<file path="config.mk">
export PLATFORM = sky130hd
export DESIGN_NAME = uart_rx_errflags
export DESIGN_NICKNAME = d
export VERILOG_FILES = /design/src/rtl/uart_rx_pkg.sv /design/src/rtl/rx_sampler.sv /design/src/rtl/rx_frame_check.sv /design/src/rtl/rx_status_regs.sv /design/src/rtl/uart_rx_errflags.sv
export SDC_FILE = /design/constraint.sdc
export NUM_CORES = 1
export LEC_CHECK = 0
export ABC_AREA = 1
export BUFFER_PORTS_ARGS = -buffer_cell sky130_fd_sc_hd__buf_2
export CORE_UTILIZATION = 55
export DETAILED_ROUTE_END_ITERATION = 10
export GPL_ROUTABILITY_DRIVEN = 0
export PLACE_DENSITY_LB_ADDON = 0.3
export SLEW_MARGIN = 20
export SYNTH_ARGS = -nofsm -noshare
export SYNTH_HDL_FRONTEND = slang
export SYNTH_SLANG_ARGS = --single-unit
export TNS_END_PERCENT = 1
</file>
<file path="constraint.sdc">
create_clock -name clk -period 1.66 [get_ports clk]
set_clock_uncertainty 0.1 [all_clocks]
set_input_delay 0.083 -clock clk [delete_from_list [all_inputs] [get_ports clk]]
set_output_delay 0.083 -clock clk [all_outputs]
set_load 0.1 [all_outputs]
</file>
<file path="src/rtl/uart_rx_pkg.sv">
`timescale 1ns/1ps
package uart_rx_pkg;

    typedef enum logic [2:0] {
        RX_IDLE,
        RX_START,
        RX_DATA,
        RX_PARITY,
        RX_STOP
    } rx_state_t;

    // bit positions inside the error-flag vector and the status word
    localparam int FLG_PAR  = 0;
    localparam int FLG_FRM  = 1;
    localparam int FLG_OVR  = 2;
    localparam int FLG_FULL = 3;
    localparam int NUM_ERR  = 3;

endpackage

</file>
<file path="src/rtl/rx_sampler.sv">
`timescale 1ns/1ps
module rx_sampler
    import uart_rx_pkg::*;
#(
    parameter int DATA_W      = 8,
    parameter int OS_RATE     = 16,
    parameter int SYNC_STAGES = 2
) (
    input  logic              clk,
    input  logic              rst_n,
    input  logic              rx_i,
    input  logic              tick_i,
    input  logic              par_en_i,
    output logic              done_o,
    output logic [DATA_W-1:0] data_o,
    output logic              par_bit_o,
    output logic              stop_bit_o
);

    localparam int CNT_W = $clog2(OS_RATE);
    localparam int IDX_W = (DATA_W > 1) ? $clog2(DATA_W) : 1;
    localparam logic [CNT_W-1:0] HALF_M1 = CNT_W'(OS_RATE / 2 - 1);
    localparam logic [CNT_W-1:0] FULL_M1 = CNT_W'(OS_RATE - 1);
    localparam logic [IDX_W-1:0] LAST_IX = IDX_W'(DATA_W - 1);

    logic                 rx_s;
    rx_state_t            st_q, st_n;
    logic [CNT_W-1:0]     cnt_q;
    logic [IDX_W-1:0]     idx_q;
    logic [DATA_W-1:0]    shift_q;
    logic                 par_q;
    logic                 stop_q;
    logic                 done_q;
    logic                 mid_bit;
    logic                 half_bit;

    // line synchronizer: depth picked by parameter
    generate
        if (SYNC_STAGES > 1) begin : g_sync
            logic [SYNC_STAGES-1:0] sync_q;
            always_ff @(posedge clk or negedge rst_n) begin
                if (!rst_n) sync_q <= '1;
                else        sync_q <= {sync_q[SYNC_STAGES-2:0], rx_i};
            end
            assign rx_s = sync_q[SYNC_STAGES-1];
        end else begin : g_sync1
            logic sync_q;
            always_ff @(posedge clk or negedge rst_n) begin
                if (!rst_n) sync_q <= 1'b1;
                else        sync_q <= rx_i;
            end
            assign rx_s = sync_q;
        end
    endgenerate

    assign mid_bit  = tick_i && (cnt_q == FULL_M1);
    assign half_bit = tick_i && (cnt_q == HALF_M1);

    // state register
    always_ff @(posedge clk or negedge rst_n) begin
        if (!rst_n) st_q <= RX_IDLE;
        else        st_q <= st_n;
    end

    // next-state logic
    always_comb begin
        st_n = st_q;
        unique case (st_q)
            RX_IDLE:   if (tick_i && !rx_s) st_n = RX_START;
            RX_START:  if (half_bit)        st_n = rx_s ? RX_IDLE : RX_DATA;
            RX_DATA:   if (mid_bit && idx_q == LAST_IX)
                           st_n = par_en_i ? RX_PARITY : RX_STOP;
            RX_PARITY: if (mid_bit)         st_n = RX_STOP;
            RX_STOP:   if (mid_bit)         st_n = RX_IDLE;
            default:                        st_n = RX_IDLE;
        endcase
    end

    // per-state datapath and outputs
    always_ff @(posedge clk or negedge rst_n) begin
        if (!rst_n) begin
            cnt_q   <= '0;
            idx_q   <= '0;
            shift_q <= '0;
            par_q   <= 1'b0;
            stop_q  <= 1'b1;
            done_q  <= 1'b0;
        end else begin
            done_q <= 1'b0;
            unique case (st_q)
                RX_IDLE: begin
                    cnt_q <= '0;
                    idx_q <= '0;
                end
                RX_START: begin
                    if (tick_i) cnt_q <= half_bit ? '0 : cnt_q + 1'b1;
                end
                RX_DATA: begin
                    if (tick_i) cnt_q <= mid_bit ? '0 : cnt_q + 1'b1;
                    if (mid_bit) begin
                        shift_q <= {rx_s, shift_q[DATA_W-1:1]};
                        idx_q   <= idx_q + 1'b1;
                    end
                end
                RX_PARITY: begin
                    if (tick_i)  cnt_q <= mid_bit ? '0 : cnt_q + 1'b1;
                    if (mid_bit) par_q <= rx_s;
                end
                RX_STOP: begin
                    if (tick_i) cnt_q <= mid_bit ? '0 : cnt_q + 1'b1;
                    if (mid_bit) begin
                        stop_q <= rx_s;
                        done_q <= 1'b1;
                    end
                end
                default: cnt_q <= '0;
            endcase
        end
    end

    assign done_o     = done_q;
    assign data_o     = shift_q;
    assign par_bit_o  = par_q;
    assign stop_bit_o = stop_q;

endmodule

</file>
<file path="src/rtl/rx_frame_check.sv">
`timescale 1ns/1ps
module rx_frame_check
    import uart_rx_pkg::*;
#(
    parameter int DATA_W = 8
) (
    input  logic               done_i,
    input  logic [DATA_W-1:0]  data_i,
    input  logic               par_bit_i,
    input  logic               stop_bit_i,
    input  logic               par_en_i,
    input  logic               par_odd_i,
    input  logic               full_i,
    output logic [NUM_ERR-1:0] err_hit_o,
    output logic               xfer_o,
    output logic               set_full_o
);

    logic ovr_e, frm_e, par_e;

    always_comb begin
        ovr_e = done_i && full_i;
        frm_e = done_i && !stop_bit_i;
        par_e = done_i && par_en_i && ((^data_i ^ par_bit_i) != par_odd_i);
        err_hit_o          = '0;
        err_hit_o[FLG_OVR] = ovr_e;
        err_hit_o[FLG_FRM] = frm_e;
        err_hit_o[FLG_PAR] = par_e;
        xfer_o     = done_i && !full_i;
        set_full_o = done_i && !full_i && !frm_e && !par_e;
    end

endmodule

</file>
<file path="src/rtl/rx_status_regs.sv">
`timescale 1ns/1ps
module rx_status_regs
    import uart_rx_pkg::*;
#(
    parameter int DATA_W = 8
) (
    input  logic               clk,
    input  logic               rst_n,
    input  logic [DATA_W-1:0]  data_i,
    input  logic               xfer_i,
    input  logic               set_full_i,
    input  logic [NUM_ERR-1:0] err_hit_i,
    input  logic               rd_en_i,
    input  logic               wr_en_i,
    input  logic [NUM_ERR-1:0] wdata_i,
    output logic [DATA_W-1:0]  data_o,
    output logic               full_o,
    output logic [NUM_ERR-1:0] err_o
);

    logic [DATA_W-1:0]  data_q;
    logic               full_q;
    logic [NUM_ERR-1:0] err_q;

    always_ff @(posedge clk or negedge rst_n) begin
        if (!rst_n) begin
            data_q <= '0;
            full_q <= 1'b0;
        end else begin
            if (xfer_i) data_q <= data_i;
            if (set_full_i)   full_q <= 1'b1;
            else if (rd_en_i) full_q <= 1'b0;
        end
    end

    // one sticky flag per error kind; a new hit wins over a clear
    generate
        for (genvar g = 0; g < NUM_ERR; g++) begin : g_flag
            always_ff @(posedge clk or negedge rst_n) begin
                if (!rst_n)                      err_q[g] <= 1'b0;
                else if (err_hit_i[g])           err_q[g] <= 1'b1;
                else if (wr_en_i && !wdata_i[g]) err_q[g] <= 1'b0;
            end
        end
    endgenerate

    assign data_o = data_q;
    assign full_o = full_q;
    assign err_o  = err_q;

endmodule

</file>
<file path="src/rtl/uart_rx_errflags.sv">
`timescale 1ns/1ps
module uart_rx_errflags
    import uart_rx_pkg::*;
#(
    parameter int DATA_W      = 8,
    parameter int OS_RATE     = 16,
    parameter int SYNC_STAGES = 2
) (
    input  logic              clk,
    input  logic              rst_n,
    input  logic              rx_i,
    input  logic              os_tick_i,
    input  logic              par_en_i,
    input  logic              par_odd_i,
    input  logic              rd_en_i,
    output logic [DATA_W-1:0] rx_data_o,
    input  logic              stat_wr_i,
    input  logic [2:0]        stat_wdata_i,
    output logic [3:0]        stat_o
);

    logic               frame_done;
    logic [DATA_W-1:0]  shift_data;
    logic               par_bit;
    logic               stop_bit;
    logic               full;
    logic [NUM_ERR-1:0] err_hit;
    logic [NUM_ERR-1:0] err_flags;
    logic               xfer;
    logic               set_full;

    rx_sampler #(
        .DATA_W      (DATA_W),
        .OS_RATE     (OS_RATE),
        .SYNC_STAGES (SYNC_STAGES)
    ) u_samp (
        .clk        (clk),
        .rst_n      (rst_n),
        .rx_i       (rx_i),
        .tick_i     (os_tick_i),
        .par_en_i   (par_en_i),
        .done_o     (frame_done),
        .data_o     (shift_data),
        .par_bit_o  (par_bit),
        .stop_bit_o (stop_bit)
    );

    rx_frame_check #(
        .DATA_W (DATA_W)
    ) u_chk_frame (
        .done_i     (frame_done),
        .data_i     (shift_data),
        .par_bit_i  (par_bit),
        .stop_bit_i (stop_bit),
        .par_en_i   (par_en_i),
        .par_odd_i  (par_odd_i),
        .full_i     (full),
        .err_hit_o  (err_hit),
        .xfer_o     (xfer),
        .set_full_o (set_full)
    );

    rx_status_regs #(
        .DATA_W (DATA_W)
    ) u_regs (
        .clk        (clk),
        .rst_n      (rst_n),
        .data_i     (shift_data),
        .xfer_i     (xfer),
        .set_full_i (set_full),
        .err_hit_i  (err_hit),
        .rd_en_i    (rd_en_i),
        .wr_en_i    (stat_wr_i),
        .wdata_i    (stat_wdata_i),
        .data_o     (rx_data_o),
        .full_o     (full),
        .err_o      (err_flags)
    );

    assign stat_o = {full, err_flags};

endmodule

</file>
; ---- Yosys cells after proc, flatten, opt, wreduce, memory -nomap -nowiden
; Cells that the tools add are included.
[classes]
n_bitwise = 1
n_reduce_logical = 36
eq_ne = 16
muxes = 25
n_addsub = 2
[op_table]
columns = op, count
row1 = $mux W3, 7
row2 = $mux W4, 4
row3 = $pmux W3 S5, 1
row4 = $logic_and A1 B1 Y1, 14
row5 = $ne A2 B1 Y1 const B, 7
row6 = $mux W1, 10
row7 = $reduce_and A2 Y1, 5
row8 = $reduce_bool A2 Y1, 5
row9 = $logic_not A1 Y1, 8
row10 = $pmux W4 S2, 1
row11 = $reduce_xor A8 Y1, 1
row12 = $eq A3 B2 Y1 const B, 2
row13 = $eq A3 B3 Y1 const B, 2
row14 = $pmux W3 S2, 1
row15 = $reduce_and A5 Y1, 1
row16 = $add A4 B1 Y4 const B, 1
row17 = $eq A4 B3 Y1 const B, 1
row18 = $eq A4 B4 Y1 const B, 1
row19 = $add A3 B1 Y3 const B, 1
row20 = $eq A3 B1 Y1 const B, 1
row21 = $logic_not A3 Y1, 1
row22 = $reduce_or A3 Y1, 1
row23 = $mux W2, 1
row24 = $ne A2 B2 Y1 const B, 1
row25 = other kinds (2), 2
[totals]
register_bits = 35
elab_cells = 93

; ---- Longest topological paths before layout
; Gate-level depths: netlist of run 1.
[logic_depth]
word_depth = 7
mapped_depth = 11
depth_no_buf = 11

; ---- By module
; Synthesis of run 1 repeated with hierarchy kept, for this count alone.
[unflattened]
hier_cells = 247
area_unflattened_um2 = 1895.6
[modules_own_cells]
columns = module, cells_each, seq_area_each_um2, n_inst, area_each_um2
row1 = rx_sampler, 137, 579.3, 1, 1139.8
row2 = rx_status_regs, 54, 300.3, 1, 479.2
row3 = rx_frame_check, 55, 0.0, 1, 269.0
row4 = uart_rx_errflags, 1, 0.0, 1, 7.5

; ---- Worst setup path before layout of run 1
; OpenSTA, ideal clock, no wires.
[synth_timing]
kind = register -> register
startpoint = reg u_samp.cnt_q[0]
endpoint = reg u_samp.idx_q[0]
stages_incl_launch_ff = 7
setup_slack_ns = 0.148
t_arrival_ns = 1.287
path_buffers = 1
path_cell_list = dfrtp_1 ha_1 nand3_2 nor3_4 buf_6 nor2_2 mux2_4
[synth_via]
elab_chain_len = 4
[synth_rtl]
columns = element, line_no
row1 = start: declaration, rx_sampler.sv:28  ; logic [CNT_W-1:0] cnt_q;
row2 = start signal: assignment, rx_sampler.sv:96  ; if (tick_i) cnt_q <= half_bit ? '0 : cnt_q + 1'b1;
row3 = start signal: assignment, rx_sampler.sv:99  ; if (tick_i) cnt_q <= mid_bit ? '0 : cnt_q + 1'b1;
row4 = start signal: assignment, rx_sampler.sv:106  ; if (tick_i) cnt_q <= mid_bit ? '0 : cnt_q + 1'b1;
row5 = $eq A4 B4 Y1, rx_sampler.sv:56  ; assign mid_bit = tick_i && (cnt_q == FULL_M1);
row6 = $logic_and A1 B1 Y1, rx_sampler.sv:56
row7 = $ne A2 B1 Y1 (no source line), --
row8 = $reduce_and A2 Y1 (no source line), --
row9 = end signal: assignment, rx_sampler.sv:102  ; idx_q <= idx_q + 1'b1;
row10 = end: declaration, rx_sampler.sv:29  ; logic [IDX_W-1:0] idx_q;
; Every way passes these cells.
; A chain may end at the register's enable or synchronous reset.

; ---- Worst setup path in the final report of run 1
[layout_timing]
startpoint = reg u_samp.cnt_q[0]
endpoint = reg u_samp.st_q[0]
[layout_via]
elab_chain_len = 5
elab_cells_between_ends = 10
classes_between = eq/ne (6) / reduce/logical (4)
[layout_rtl]
columns = element, line_no
row1 = $eq A4 B4 Y1, rx_sampler.sv:56
row2 = $logic_and A1 B1 Y1, rx_sampler.sv:56
row3 = $logic_and A1 B1 Y1, rx_sampler.sv:71  ; RX_DATA: if (mid_bit && idx_q == LAST_IX)
row4 = $ne A2 B1 Y1 (no source line), --
row5 = $reduce_and A5 Y1 (no source line) *, --
row6 = end signal: assignment, rx_sampler.sv:62  ; else st_q <= st_n;
row7 = end: declaration, rx_sampler.sv:27  ; rx_state_t st_q, st_n;
; Mark *: on every way between the ends. The rest lies on a longest branch, timed or not.

==> metrics.yaml, run 1 <==
outcome: "finished with violations"
violations: "DRC"
fillers: 206
grt_pass1_wl_um: 4809
holdPathEnd: "u_regs.err_o[0]"
postPlaceCellArea_mm2: 0.001831
crit_chain: "ha_4 -> nand3_4 -> nor2_4 -> o21ai_1 -> nor2_2 -> o21ai_0 -> o21ai_0"
wl_um: 2918
ys_types: 28
reg2reg_to: "u_samp.st_q[0]"
grt_pass1_vias: 1126
ff_latch_area_um2: 879.6
start_util_pct: 59.18
final_common_cell: "nand2_1"
vias: 1367
async_reset_ff_share_pct: 100.0
rr_worst_depth: 7
crit_slowest_cell: "dfrtp_1"
htree_levels: 2
critical_path_class: "reg2reg"
finalCritPeriodShare_pct: 94.35
synth_area_per_cell_um2: 8.329
worstMarginPinSlew_ns: 0.4855
clock_sinks: 35
final_nets: 254
clk_pin_slew_ns: 0.10
syn_area_mm2: 0.001674
tns_ns: 0
place_inst: 253
rsz0062_at_grt: "no"
max_freq_mhz: 638.5
worst_setup_path_end_kind: "flop"
std_cell_rows: 19
track_usage_pct: 19.73
dieArea_mm2: 0.003268
arrival_ns: 1.67
crit_path_frequent_cell: "o21ai_0"
die_h_um: 57.17
ys.flop_type: "dfrtp_1"
multi_input_area_um2: 693.2
crit_path_start_kind: "flop"
cts_tree: "built"
dp_slack_ns: 0.09926
avgViaCountPerCell: 5.026
worst_slack_ns: 0.09376
finalMaxSlewViolations: 0
synth_edf_count: 0
critPathMaxFanout: 5
synth_fp_nets: 215
dp_hpwl_um: 2067
portBuffers: 22
p_per_area_mw_per_mm2: 922.8
cts_buffers: 5
critPathRequiredTime_ns: 1.77
cpPeakStageDelay_ns: 0.44
synthCells: 201
areaGrowthSynthToFinish_pct: 20.78
clockBufferDepth: 2
antennaDiodeCount: 0
clockRootBuffer: "clkbuf_4"
slew_headroom_pct: 67.86
hold_path_class: "in2reg"
gr-total-overflow: 0
cap_violations: 0
mostFrequentLayoutCells: "nand2_1, dfrtp_1, o21ai_0, inv_1, buf_2"
core_mm2: 0.002829
drive_gt1_share_pct: 18.67
fin_area_mm2: 0.002022
vdd_ir_drop_max_mv: 0.7712
synth-warning-count: 0
min_path_cells: 6
antenna_found_initial: 0
drt-initial-drc-count: 69
hp-start: "par_odd_i"
wl_per_cell_um: 10.73
reg2reg_from: "u_samp.cnt_q[0]"
drc_errors: 3
setup_viol: 0
ys_seq_elements: 35
fin_crit_ns: 1.566
ios: 23
cts_setup_buffers: 0
drt-pass1-iter-count: 7
die_w_um: 57.17
insertion_delay_ns: 0.32
total_leakage_power_uw: 0.001082
ys_seq_area_share_pct: 52.54
stdcell_count: 272
grt_max_degree: 20
ant_nets: 0
hold_viol: 0
rrSetupSlack_ns: 0.09
-- how the worst max path moves through the flow --
stage,from,endpoint,slack (ns),depth (start not counted)
6_report,u_samp.cnt_q[0],u_samp.st_q[0],0.09,7
5_1_grt,u_samp.cnt_q[0],u_samp.st_q[0],0.01,7
4_1_cts,u_samp.cnt_q[0],u_samp.st_q[0],0.07,7
3_5_place_dp,u_samp.cnt_q[0],u_samp.st_q[0],0.1,7
3_3_place_gp,u_samp.cnt_q[0],u_samp.st_q[0],0.14,7
2_1_floorplan,u_samp.cnt_q[0],u_samp.idx_q[0],0.15,6
-- routing by layer --
layer	global-route usage (%)	routed length, µm	up-vias
met5	0	0	-
met4	8.362	23	0
met3	5.442	111	2
met2	30.08	1338	31
met1	26.79	1445	612
li1	-	-	722
-- layout make-up --
type	count	area share (%)
timing repair buffer	36	12.62
inverter	27	5.012
clock inverter	2	0.6188
sequential	35	43.50
multi-input combinational	135	34.28
tap	31	1.918
clock buffer	6	2.042
-- cell families after synthesis --
kind of cell / Yosys count / synth area share, %
DFF: 35 / 52.54
and+or+nand+nor: 90 / 23.24
adders and majority gates: 3 / 2.242
AOI/OAI and AO/OA: 39 / 12.33
muxes: 1 / 0.8966
xor gates and xnor gates: 2 / 1.047
buffers and inverters: 31 / 7.697
-- cells in the mapped netlist (2+ instances only) --
cell,number,area (µm²)
a21oi_1,2,10.01
a22o_1,2,17.52
nor3_1,2,10.01
nor2_1,9,33.78
nor2_2,2,12.51
nand3_1,7,35.03
o21ai_1,2,10.01
inv_1,26,97.59
ha_1,3,37.54
xor2_1,2,17.52
dfstp_2,3,78.83
o21ai_0,30,150.1
o22ai_1,2,12.51
nand2_1,64,240.2
dfrtp_1,32,800.8
-- critical path: cells and delay by family (launching register included) --
| family | cells | cell delay [ns] |
|---|---|---|
| compound gates | 3 | 0.45 |
| flops | 1 | 0.44 |
| simple gates | 3 | 0.28 |
| fa+ha+maj | 1 | 0.19 |
-- power breakdown --
group / internal, µW / leakage, µW / switching, µW
sequential: 908 / 0.000433 / 62.7
combinational: 172 / 0.000621 / 296
clock: 163 / 0.0000282 / 264
-- registers in the layout (all words and copies together) (netlist names), 2 cells and up --
name                  flops
u_samp.g_sync.sync_q      2
u_samp.data_o             8
u_regs.data_o             8
u_regs.err_o              3
u_samp.idx_q              3
u_samp.st_q               3
u_samp.cnt_q              4
-- metrics by stage --
step                      hold slack (ns)  power (µW)  utilization, %
after floorplan                   -0.3126        1279               -
after global placement           -0.05545        1409           64.71
after detailed placement         -0.06106        1413           64.71
after CTS                         0.06741        1856           70.50
after global routing               0.1028        1973           71.47
final                             0.08096        1866           71.47
-- repair_timing --
action | in CTS | in global routing
resized for setup | 0 | 6
hold buffers | 11 | 0
setup endpoints to repair | 0 | 3
hold endpoints to repair | 42 | 0
Power figures use the tool's default switching activity.
==> run 2, diff against run 1 <==
--- a/config.mk
+++ b/config.mk
@@ -14,5 +14,6 @@
 export SLEW_MARGIN = 20
 export SYNTH_ARGS = -nofsm -noshare
 export SYNTH_HDL_FRONTEND = slang
+export SYNTH_HIERARCHICAL = 1
 export SYNTH_SLANG_ARGS = --single-unit
 export TNS_END_PERCENT = 1
==> run 2 against run 1 <==
The run now ends clean. Synthesized cell count grew 23%. Total power grew 14%. Cell count grew 20%. Die area grew 13%. Sequential share of layout area shrank 3.4 points. Sequential power is essentially flat. Clock power grew 13%. Flip-flop and latch count is the same. Via count grew 18%. Largest cell class unchanged.
==> metrics.yaml, run 2 <==
outcome: "finished, final reports clean"
final_common_cell: "nand2_1"
antennaDiodeCount: 0
core_mm2: 0.003153
insertion_delay_ns: 0.34
multi_input_area_um2: 783.3
ys_seq_elements: 35
worstMarginPinSlew_ns: 0.7705
dieArea_mm2: 0.003685
worst_setup_path_end_kind: "flop"
stdcell_count: 327
die_w_um: 60.71
tns_ns: 0
clk_pin_slew_ns: 0.10
reg2reg_to: "u_samp/st_q[1]"
ys_types: 27
clockBufferDepth: 2
ys_top_cells_by_count: "nand2_1, inv_1, dfrtp_1"
holdPathEnd: "u_samp/cnt_q[1]"
grt_max_degree: 36
async_reset_ff_share_pct: 100.0
reg2reg_from: "u_samp/cnt_q[0]"
clock_sinks: 35
critPathMaxFanout: 9
grt_pass1_vias: 1506
ios: 23
track_usage_pct: 22.77
drt-initial-drc-count: 83
rsz0062_at_grt: "no"
critPathRequiredTime_ns: 1.80
ys.flop_type: "dfrtp_1"
hold_viol: 0
finalCritPeriodShare_pct: 92.00
ant_nets: 0
cts_buffers: 5
grt_pass1_wl_um: 6030
rr_worst_depth: 9
wl_um: 3654
place_inst: 309
gr-total-overflow: 0
cap_violations: 0
die_h_um: 60.71
final_nets: 296
clockRootBuffer: "clkbuf_4"
max_freq_mhz: 654.8
synthCells: 247
drt-pass1-iter-count: 4
worst_slack_ns: 0.1328
synth-warning-count: 6
mostFrequentLayoutCells: "nand2_1, inv_1, dfrtp_1, buf_2, nand3_1"
ff_latch_area_um2: 879.6
hp-start: "os_tick_i"
total_leakage_power_uw: 0.001215
std_cell_rows: 20
synthMostInstantiatedCell: "nand2_1"
critical_path_class: "reg2reg"
cts_tree: "built"
min_path_cells: 4
synth_top_area_share_pct: 42.24
hold_path_class: "in2reg"
avgViaCountPerCell: 4.914
synth_edf_count: 0
portBuffers: 22
dp_hpwl_um: 2480
p_per_area_mw_per_mm2: 967.8
vias: 1607
synth_fp_nets: 261
start_util_pct: 60.12
syn_area_mm2: 0.001896
setup_viol: 0
antenna_found_initial: 0
wl_per_cell_um: 11.17
cts_setup_buffers: 0
drc_errors: 0
fin_crit_ns: 1.527
yosys-top-cells-area: "dfrtp_1, nand2_1, inv_1"
areaGrowthSynthToFinish_pct: 15.58
dp_slack_ns: 0.06997
slew_headroom_pct: 48.64
ys_seq_area_share_pct: 46.40
drive_gt1_share_pct: 18.73
crit_path_start: "u_samp/cnt_q[0]"
fillers: 267
arrival_ns: 1.66
finalMaxSlewViolations: 0
rrSetupSlack_ns: 0.13
vdd_ir_drop_max_mv: 0.7530
yosys.area.top_type: "dfrtp_1"
htree_levels: 2
crit_path_start_kind: "flop"
synth_area_per_cell_um2: 7.674
[run 2: cell types whose count changed after synthesis, moves of 5 or more]
cell     delta
nand2_2     +6
nand3_1    +11
inv_1      +17
o21ai_0    -16
nand2_1    +12
a21oi_1     +5
[run 2: per-layer routing]
layer	up-vias	GRT usage (%)	wire, µm
met5	-	0	0
met4	0	10.39	81
met2	40	40.03	1747
met3	8	5.757	167
li1	825	-	-
met1	734	26.02	1657
[run 2: critical path, cell delays in order (launching register included)]
cell     delay, ns
dfrtp_1       0.40
ha_2          0.23
nand3_2       0.11
nor2_4        0.13
buf_6         0.14
nand2_2       0.05
nand2_2       0.08
nand3_1       0.08
nand2_1       0.06
nand2_1       0.04
[run 2: worst max path at each step]
stage,endpoint,slack (ns),depth (start not counted)
2_1_floorplan,u_samp/st_q[1],0.23,9
3_3_place_gp,u_samp/st_q[1],0.15,9
3_5_place_dp,u_samp/st_q[1],0.07,9
4_1_cts,u_samp/st_q[1],0.05,9
5_1_grt,u_samp/st_q[1],0.0004,9
6_report,u_samp/st_q[1],0.13,9
[run 2: power breakdown]
group / leakage [µW] / total (µW) / internal, µW / switching [µW]
logic: 0.000721 / 669 / 235 / 434
registers: 0.000458 / 970 / 910 / 60.8
clock network: 0.0000353 / 481 / 205 / 276
[run 2: cell families after synthesis]
| kind of cell | synth area share, % |
|---|---|
| AOI/OAI and AO/OA | 7.525 |
| xor gates and xnor gates | 1.849 |
| adders and majority gates | 1.980 |
| buffers and inverters | 12.67 |
| DFF | 46.40 |
| and+or+nand+nor | 29.57 |
[run 2: through the flow]
| step | total power, µW | hold slack (ns) | instance area, µm² | utilization (%) |
|---|---|---|---|---|
| 2_1_floorplan | 1464 | -0.3126 | 1896 | - |
| 3_3_place_gp | 1614 | 0.08810 | 2019 | 64.05 |
| 3_5_place_dp | 1623 | 0.08951 | 2019 | 64.05 |
| 4_1_cts | 2126 | 0.01150 | 2180 | 69.13 |
| 5_1_grt | 2276 | 0.04809 | 2191 | 69.48 |
| 6_report | 2120 | 0.02750 | 2191 | 69.48 |
[run 2: what timing repair did]
item                                    in CTS  in global routing
gates resized for setup                      0                  3
hold buffers                                10                  0
hold endpoints to repair                    38                  0
endpoints found under the setup margin       0                  3
[run 2: layout make-up]
cell class                 instances  area share, %
clock buffer                       7          2.513
clock inverter                     1         0.2284
inverter                          47          8.053
multi-input combinational        158          35.75
sequential                        35          40.15
tap                               44          2.513
timing repair buffer              35          10.79
